`config.mk`:
```
export PLATFORM = sky130hd
export DESIGN_NAME = cfgReadbackSeq
export DESIGN_NICKNAME = d
export VERILOG_FILES = /design/src/rtl/cfgrb_pkg.sv /design/src/rtl/cfgrb_ctrl.sv /design/src/rtl/cfgrb_dp.sv /design/src/rtl/cfgReadbackSeq.sv
export SDC_FILE = /design/constraint.sdc
export NUM_CORES = 1
export LEC_CHECK = 0
export BUFFER_PORTS_ARGS = -buffer_cell sky130_fd_sc_hd__buf_2
export CELL_PAD_IN_SITES_DETAIL_PLACEMENT = 1
export CELL_PAD_IN_SITES_GLOBAL_PLACEMENT = 2
export CORE_AREA = 4 4 103 80
export CTS_CLUSTER_DIAMETER = 80
export DETAILED_ROUTE_END_ITERATION = 10
export DIE_AREA = 0 0 107 84
export PLACE_DENSITY_LB_ADDON = 0.12
export RECOVER_POWER = 100
export SYNTH_ARGS = -nofsm -noshare
export SYNTH_HDL_FRONTEND = slang
export SYNTH_SLANG_ARGS = --single-unit
export TNS_END_PERCENT = 10
```
`constraint.sdc`:
```
create_clock -name clk -period 5.3 [get_ports clk]
set_clock_uncertainty 0.15 [all_clocks]
set_input_delay 0 -clock clk [delete_from_list [all_inputs] [get_ports clk]]
set_output_delay 0 -clock clk [all_outputs]
set_load 0.01 [all_outputs]
```
`src/rtl/cfgrb_pkg.sv`:
```
package cfgrb_pkg;

  // Width of the in-segment position counter; must cover the longest segment.
  localparam int unsigned POS_W = 12;

  typedef struct packed {
    logic             shiftIn;  // shift sdi into the capture register
    logic             commit;   // store captured word
    logic             emit;     // drive frame bit at pos onto sdo
    logic [POS_W-1:0] pos;      // frame position to drive
  } rbStrobe_t;

endpackage

```
`src/rtl/cfgrb_ctrl.sv`:
```
module cfgrb_ctrl
  import cfgrb_pkg::*;
#(
  parameter int unsigned CFG_W      = 16,
  parameter int unsigned REV_W      = 4,
  parameter int unsigned ZERO_F0    = 256,
  parameter int unsigned ZERO_F1    = 320,
  parameter int unsigned CHK_F0     = 236,
  parameter int unsigned CHK_F1     = 300,
  parameter int unsigned SEG_REPEAT = 2
) (
  input  logic      clk,
  input  logic      rstN,
  input  logic      wrEn,
  input  logic      conv,
  input  logic      fmtBit,
  output rbStrobe_t strobe,
  output logic      rbBusy,
  output logic      protoErr,
  output logic      normActive
);

  localparam int unsigned WC_W   = $clog2(CFG_W);
  localparam int unsigned SEG_W  = $clog2(SEG_REPEAT + 1);
  localparam int unsigned SEG_L0 = ZERO_F0 + CFG_W + REV_W + CHK_F0;
  localparam int unsigned SEG_L1 = ZERO_F1 + CFG_W + REV_W + CHK_F1;
  localparam logic [WC_W-1:0]  WC_LAST  = WC_W'(CFG_W - 1);
  localparam logic [POS_W-1:0] LAST_L0  = POS_W'(SEG_L0 - 1);
  localparam logic [POS_W-1:0] LAST_L1  = POS_W'(SEG_L1 - 1);
  localparam logic [SEG_W-1:0] SEG_LAST = SEG_W'(SEG_REPEAT - 1);

  logic [WC_W-1:0]  wrCnt;
  logic [POS_W-1:0] pos;
  logic [POS_W-1:0] nextPos;
  logic [SEG_W-1:0] seg;
  logic             convPrev;
  logic             done;
  logic             commit;
  logic             abortConv;
  logic             atSegEnd;
  logic             atFrameEnd;
  logic [POS_W-1:0] segLast;

  always_comb begin
    segLast    = fmtBit ? LAST_L1 : LAST_L0;
    commit     = wrEn && (wrCnt == WC_LAST);
    abortConv  = rbBusy && !wrEn && (conv != convPrev);
    atSegEnd   = (pos == segLast);
    atFrameEnd = atSegEnd && (seg == SEG_LAST);
    if (commit || atSegEnd) nextPos = '0;
    else                    nextPos = pos + 1'b1;
    strobe.shiftIn = wrEn;
    strobe.commit  = commit;
    strobe.emit    = commit || (rbBusy && !wrEn && !abortConv && !atFrameEnd);
    strobe.pos     = nextPos;
  end

  always_ff @(posedge clk) begin
    if (!rstN) begin
      wrCnt      <= '0;
      pos        <= '0;
      seg        <= '0;
      convPrev   <= 1'b0;
      done       <= 1'b0;
      rbBusy     <= 1'b0;
      protoErr   <= 1'b0;
      normActive <= 1'b0;
    end else begin
      convPrev <= conv;
      if (wrEn) begin
        wrCnt      <= commit ? '0 : wrCnt + 1'b1;
        done       <= 1'b0;
        normActive <= 1'b0;
        if (commit) begin
          rbBusy   <= 1'b1;
          pos      <= '0;
          seg      <= '0;
          protoErr <= 1'b0;
        end else begin
          rbBusy <= 1'b0;
        end
      end else begin
        wrCnt <= '0;
        if (rbBusy) begin
          if (abortConv) begin
            rbBusy   <= 1'b0;
            protoErr <= 1'b1;
          end else if (atFrameEnd) begin
            rbBusy <= 1'b0;
            done   <= 1'b1;
          end else begin
            pos <= nextPos;
            if (atSegEnd) seg <= seg + 1'b1;
          end
        end else if (done && convPrev && !conv) begin
          normActive <= 1'b1;
        end
      end
    end
  end

endmodule

```
`src/rtl/cfgrb_dp.sv`:
```
module cfgrb_dp
  import cfgrb_pkg::*;
#(
  parameter int unsigned CFG_W   = 16,
  parameter int unsigned REV_W   = 4,
  parameter logic [REV_W-1:0] REV_ID = 4'hA,
  parameter int unsigned FMT_BIT = 0,
  parameter int unsigned ZERO_F0 = 256,
  parameter int unsigned ZERO_F1 = 320
) (
  input  logic      clk,
  input  logic      rstN,
  input  logic      sdi,
  input  rbStrobe_t strobe,
  output logic      fmtBit,
  output logic      sdo
);

  localparam logic [POS_W-1:0] Z0     = POS_W'(ZERO_F0);
  localparam logic [POS_W-1:0] Z1     = POS_W'(ZERO_F1);
  localparam logic [POS_W-1:0] CFG_LN = POS_W'(CFG_W);
  localparam logic [POS_W-1:0] REV_LN = POS_W'(REV_W);

  logic [CFG_W-1:0] shiftReg;
  logic [CFG_W-1:0] cfgReg;
  logic [CFG_W-1:0] captured;
  logic [CFG_W-1:0] cfgShifted;
  logic [REV_W-1:0] revShifted;
  logic [POS_W-1:0] zLen;
  logic [POS_W-1:0] rel;
  logic             frameBit;

  assign captured = {shiftReg[CFG_W-2:0], sdi};
  assign fmtBit   = cfgReg[FMT_BIT];

  always_comb begin
    zLen       = fmtBit ? Z1 : Z0;
    rel        = '0;
    cfgShifted = '0;
    revShifted = '0;
    frameBit   = 1'b0;
    if (strobe.pos < zLen) begin
      frameBit = 1'b0;
    end else if (strobe.pos < zLen + CFG_LN) begin
      rel        = strobe.pos - zLen;
      cfgShifted = cfgReg << rel;
      frameBit   = cfgShifted[CFG_W-1];
    end else if (strobe.pos < zLen + CFG_LN + REV_LN) begin
      rel        = strobe.pos - zLen - CFG_LN;
      revShifted = REV_ID << rel;
      frameBit   = revShifted[REV_W-1];
    end else begin
      rel      = strobe.pos - zLen - CFG_LN - REV_LN;
      frameBit = ~rel[0];
    end
  end

  always_ff @(posedge clk) begin
    if (!rstN) begin
      shiftReg <= '0;
      cfgReg   <= '0;
      sdo      <= 1'b0;
    end else begin
      if (strobe.shiftIn) shiftReg <= captured;
      if (strobe.commit)  cfgReg   <= captured;
      sdo <= strobe.emit ? frameBit : 1'b0;
    end
  end

endmodule

```
`src/rtl/cfgReadbackSeq.sv`:
```
module cfgReadbackSeq
  import cfgrb_pkg::*;
#(
  parameter int unsigned CFG_W      = 16,
  parameter int unsigned REV_W      = 4,
  parameter logic [REV_W-1:0] REV_ID = 4'hA,
  parameter int unsigned FMT_BIT    = 0,
  parameter int unsigned ZERO_F0    = 256,
  parameter int unsigned ZERO_F1    = 320,
  parameter int unsigned CHK_F0     = 236,
  parameter int unsigned CHK_F1     = 300,
  parameter int unsigned SEG_REPEAT = 2
) (
  input  logic clk,
  input  logic rstN,
  input  logic sdi,
  input  logic wrEn,
  input  logic conv,
  output logic sdo,
  output logic rbBusy,
  output logic protoErr,
  output logic normActive
);

  rbStrobe_t strobe;
  logic      fmtBit;

  cfgrb_ctrl #(
    .CFG_W(CFG_W), .REV_W(REV_W), .ZERO_F0(ZERO_F0), .ZERO_F1(ZERO_F1),
    .CHK_F0(CHK_F0), .CHK_F1(CHK_F1), .SEG_REPEAT(SEG_REPEAT)
  ) u_ctrl (
    .clk(clk), .rstN(rstN), .wrEn(wrEn), .conv(conv), .fmtBit(fmtBit),
    .strobe(strobe), .rbBusy(rbBusy), .protoErr(protoErr),
    .normActive(normActive)
  );

  cfgrb_dp #(
    .CFG_W(CFG_W), .REV_W(REV_W), .REV_ID(REV_ID), .FMT_BIT(FMT_BIT),
    .ZERO_F0(ZERO_F0), .ZERO_F1(ZERO_F1)
  ) u_dp (
    .clk(clk), .rstN(rstN), .sdi(sdi), .strobe(strobe),
    .fmtBit(fmtBit), .sdo(sdo)
  );

endmodule

```
==> impl_metrics.env <==
export IMPL_grt_pass1_vias=2342
export IMPL_wl_um=7160
export IMPL_min_to="u_ctrl.wrCnt[0]$_SDFF_PP0_"
export IMPL_synth_edf_count=0
export IMPL_r2r_cells=11
export IMPL_worst_r2r_setup_slack_ps=1470
export IMPL_cts_sinks=55
export IMPL_min_period_ps=3830
export IMPL_drt_iter0_drc=60
export IMPL_grt_use_total=0.166
export IMPL_violations="max-capacitance violations, max-slew violations"
export IMPL_final_common_cell="dfxtp_1"
export IMPL_cts_buffers=5
export IMPL_hold_buffers=4
export IMPL_overflow=0
export IMPL_most_common_layout_cells="dfxtp_1, nor2_1, nand2_1"
export IMPL_hp_class="in2reg"
export IMPL_post_drt_wl_per_cell_um=15.9
export IMPL_rows=27
export IMPL_syn_cell_area_um2=2910
export IMPL_async_flop_share=0
export IMPL_portBuffers=8
export IMPL_holdWs_ps=153
export IMPL_slew_headroom=-0.495
export IMPL_arrival_ps=3900
export IMPL_post_cts_buffers=0
export IMPL_yosysWarnings=0
export IMPL_startpoint_type="register"
export IMPL_vias=2425
export IMPL_first_pass_iters=4
export IMPL_cts_max_path_buffers=2
export IMPL_setup_slack_ps=1470
export IMPL_place_hpwl_um=5000
export IMPL_whs_path_depth=3
export IMPL_clk_pin_slew_ps=120
export IMPL_cp_max_fo=13
export IMPL_nNetsFinal=362
export IMPL_ctsResizeCount=0
export IMPL_rsz0062_at_grt="no"
export IMPL_avgSynthCellArea_um2=8.38
export IMPL_dieWidth_um=107
export IMPL_gp_congestion=0.805
export IMPL_antenna_found_initial=0
export IMPL_max_freq_ghz=0.261
export IMPL_critPathKind="reg2reg"
export IMPL_grt_max_degree=48
export IMPL_ctsRootBufferMaster="clkbuf_8"
export IMPL_worst_slew_pin_slew_ps=2240
export IMPL_synth_distinct_cells=57
export IMPL_r2r_end="u_dp.sdo$_SDFF_PP0_"
export IMPL_min_from="wrEn"
export IMPL_placeableCoreArea_um2=7230
export IMPL_maxCapViolCount=1
export IMPL_final_antenna_net_count=0
export IMPL_leakagePower_nw=1.08
export IMPL_setup_tns_ps=0
export IMPL_drc_errors=0
export IMPL_final_max_slew_viol_count=48
export IMPL_clk_latency_ps=320
export IMPL_ys_seq_area_frac=0.379
export IMPL_cp_end_kind="register"
export IMPL_die_height_um=84
export IMPL_worstReg2RegStart="u_ctrl.pos[0]$_SDFFE_PN0P_"
export IMPL_slowest_stage="dfxtp_1"
export IMPL_synthCells=347
export IMPL_max_stage_delay_ps=670
export IMPL_fin_crit_sh=0.723
export IMPL_start_util=0.402
export IMPL_via_per_inst=5.38
export IMPL_htreeDepth=2
export IMPL_cts_tree="built"
export IMPL_dp_cells=439
export IMPL_dp_slack_ps=1640
export IMPL_n_antenna_cell=0
export IMPL_design_portCount=9
export IMPL_die_area_um2=8990
export IMPL_syn_num_nets=360
export IMPL_area_growth_pct=6.54
export IMPL_setup_violations=0
export IMPL_ir_worst_vdd_uv=139
export IMPL_grt_pass1_wl_um=12200
export IMPL_hold_viol_final=0
export IMPL_power_density_nw_per_um2=224
export IMPL_stdcell_count=451
export IMPL_synth_ff_type="dfxtp_1"
export IMPL_drive_above_1_share=0.0714
export IMPL_ys_seq_elements=55
export IMPL_path_cells="ha_1 -> nand4_1 -> a2111oi_4 -> nor2_1 -> nand2_1 -> ha_1 -> nand2_1 -> a21o_2 -> a41o_1 -> a311oi_1 -> o21ai_0"
export IMPL_status="complete, but fails checks"
export IMPL_cp_required_ps=5370
==> worst max path at each step <==
stage	from	endpoint	slack, ps	depth (start not counted)
floorplan	u_ctrl.pos[0]$_SDFFE_PN0P_	u_dp.sdo$_SDFF_PP0_	2310	13
detailed placement	u_ctrl.pos[0]$_SDFFE_PN0P_	u_dp.sdo$_SDFF_PP0_	1640	11
global route	u_ctrl.pos[0]$_SDFFE_PN0P_	u_dp.sdo$_SDFF_PP0_	1070	11
CTS	u_ctrl.pos[0]$_SDFFE_PN0P_	u_dp.sdo$_SDFF_PP0_	1640	11
global placement	u_ctrl.pos[0]$_SDFFE_PN0P_	u_dp.sdo$_SDFF_PP0_	1780	11
finish	u_ctrl.pos[0]$_SDFFE_PN0P_	u_dp.sdo$_SDFF_PP0_	1470	11
==> flip-flops by register name, summed over array words and instances (netlist names) <==
register and count:
u_ctrl.pos 12, u_dp.cfgReg 16, u_ctrl.convPrev 1, u_ctrl.normActive 1
u_dp.sdo 1, u_ctrl.rbBusy 1, u_dp.shiftReg 15, u_ctrl.wrCnt 4
u_ctrl.protoErr 1, u_ctrl.seg 2, u_ctrl.done 1
==> cells in the mapped netlist (4+ instances only) <==
master,n,share of area
a21oi_1,28,0.048
a31oi_1,4,0.0086
nor3_1,8,0.014
nand4_1,4,0.0086
mux2i_1,18,0.062
ha_1,8,0.034
o21a_1,5,0.013
inv_1,12,0.015
nand2_1,48,0.062
nor2_1,49,0.063
nand3_1,14,0.024
o21ai_0,8,0.014
dfxtp_1,55,0.38
xnor2_1,9,0.027
xor2_1,5,0.015
clkbuf_1,9,0.012
==> cell families (layout without fill, tap and decap cells) <==
kind of cell               count (synthesis)  after routing  share of synthesized area
muxes                                     21             21                     0.0852
xor gates and xnor gates                  14             14                     0.0422
buffers and inverters                     30             33                     0.0486
DFF                                       55             55                      0.379
adders and majority gates                  8              8                     0.0344
and+or+nand+nor                          147            147                      0.240
AOI/OAI and AO/OA                         72             72                      0.171
==> stage by stage <==
| stage | utilization | power, mW | area, µm² |
|---|---|---|---|
| 6_report | 0.428 | 0.693 | 3100 |
| 5_1_grt | 0.428 | 0.725 | 3100 |
| 4_1_cts | 0.432 | 0.704 | 3120 |
| 3_5_place_dp | 0.413 | 0.448 | 2980 |
| 3_3_place_gp | 0.413 | 0.447 | 2980 |
| 2_1_floorplan | - | 0.441 | 2910 |
==> cell type report <==
type                    count  area, µm²
repair buffers             13       77.6
multi-input cells         262       1650
well taps                 101        126
inverters                  12       45.0
clock inverters             3       28.8
fillers                   885       4130
clock buffers               5       68.8
flip-flops and latches     55       1100
==> metal layers <==
| layer | GRT usage | vias to the layer above | wire length, µm |
|---|---|---|---|
| met3 | 0.0302 | 2 | 176 |
| met1 | 0.267 | 1179 | 4010 |
| li1 | - | 1223 | - |
| met5 | 0 | - | 0 |
| met4 | 0.0174 | 0 | 26 |
| met2 | 0.234 | 21 | 2950 |
==> report_power, final <==
| group | total (mW) | internal, mW | switching, mW |
|---|---|---|---|
| registers | 0.417 | 0.415 | 0.00144 |
| logic | 0.0232 | 0.00809 | 0.0151 |
| clock network | 0.253 | 0.0985 | 0.155 |
==> critical path: cells and delay by family, from the launching register on <==
family / cells / cell delay, ps
AOI/OAI and AO/OA: 5 / 1380
adders and majority gates: 2 / 560
DFF: 1 / 670
and+or+nand+nor: 4 / 980
Power figures use the tool's default switching activity.
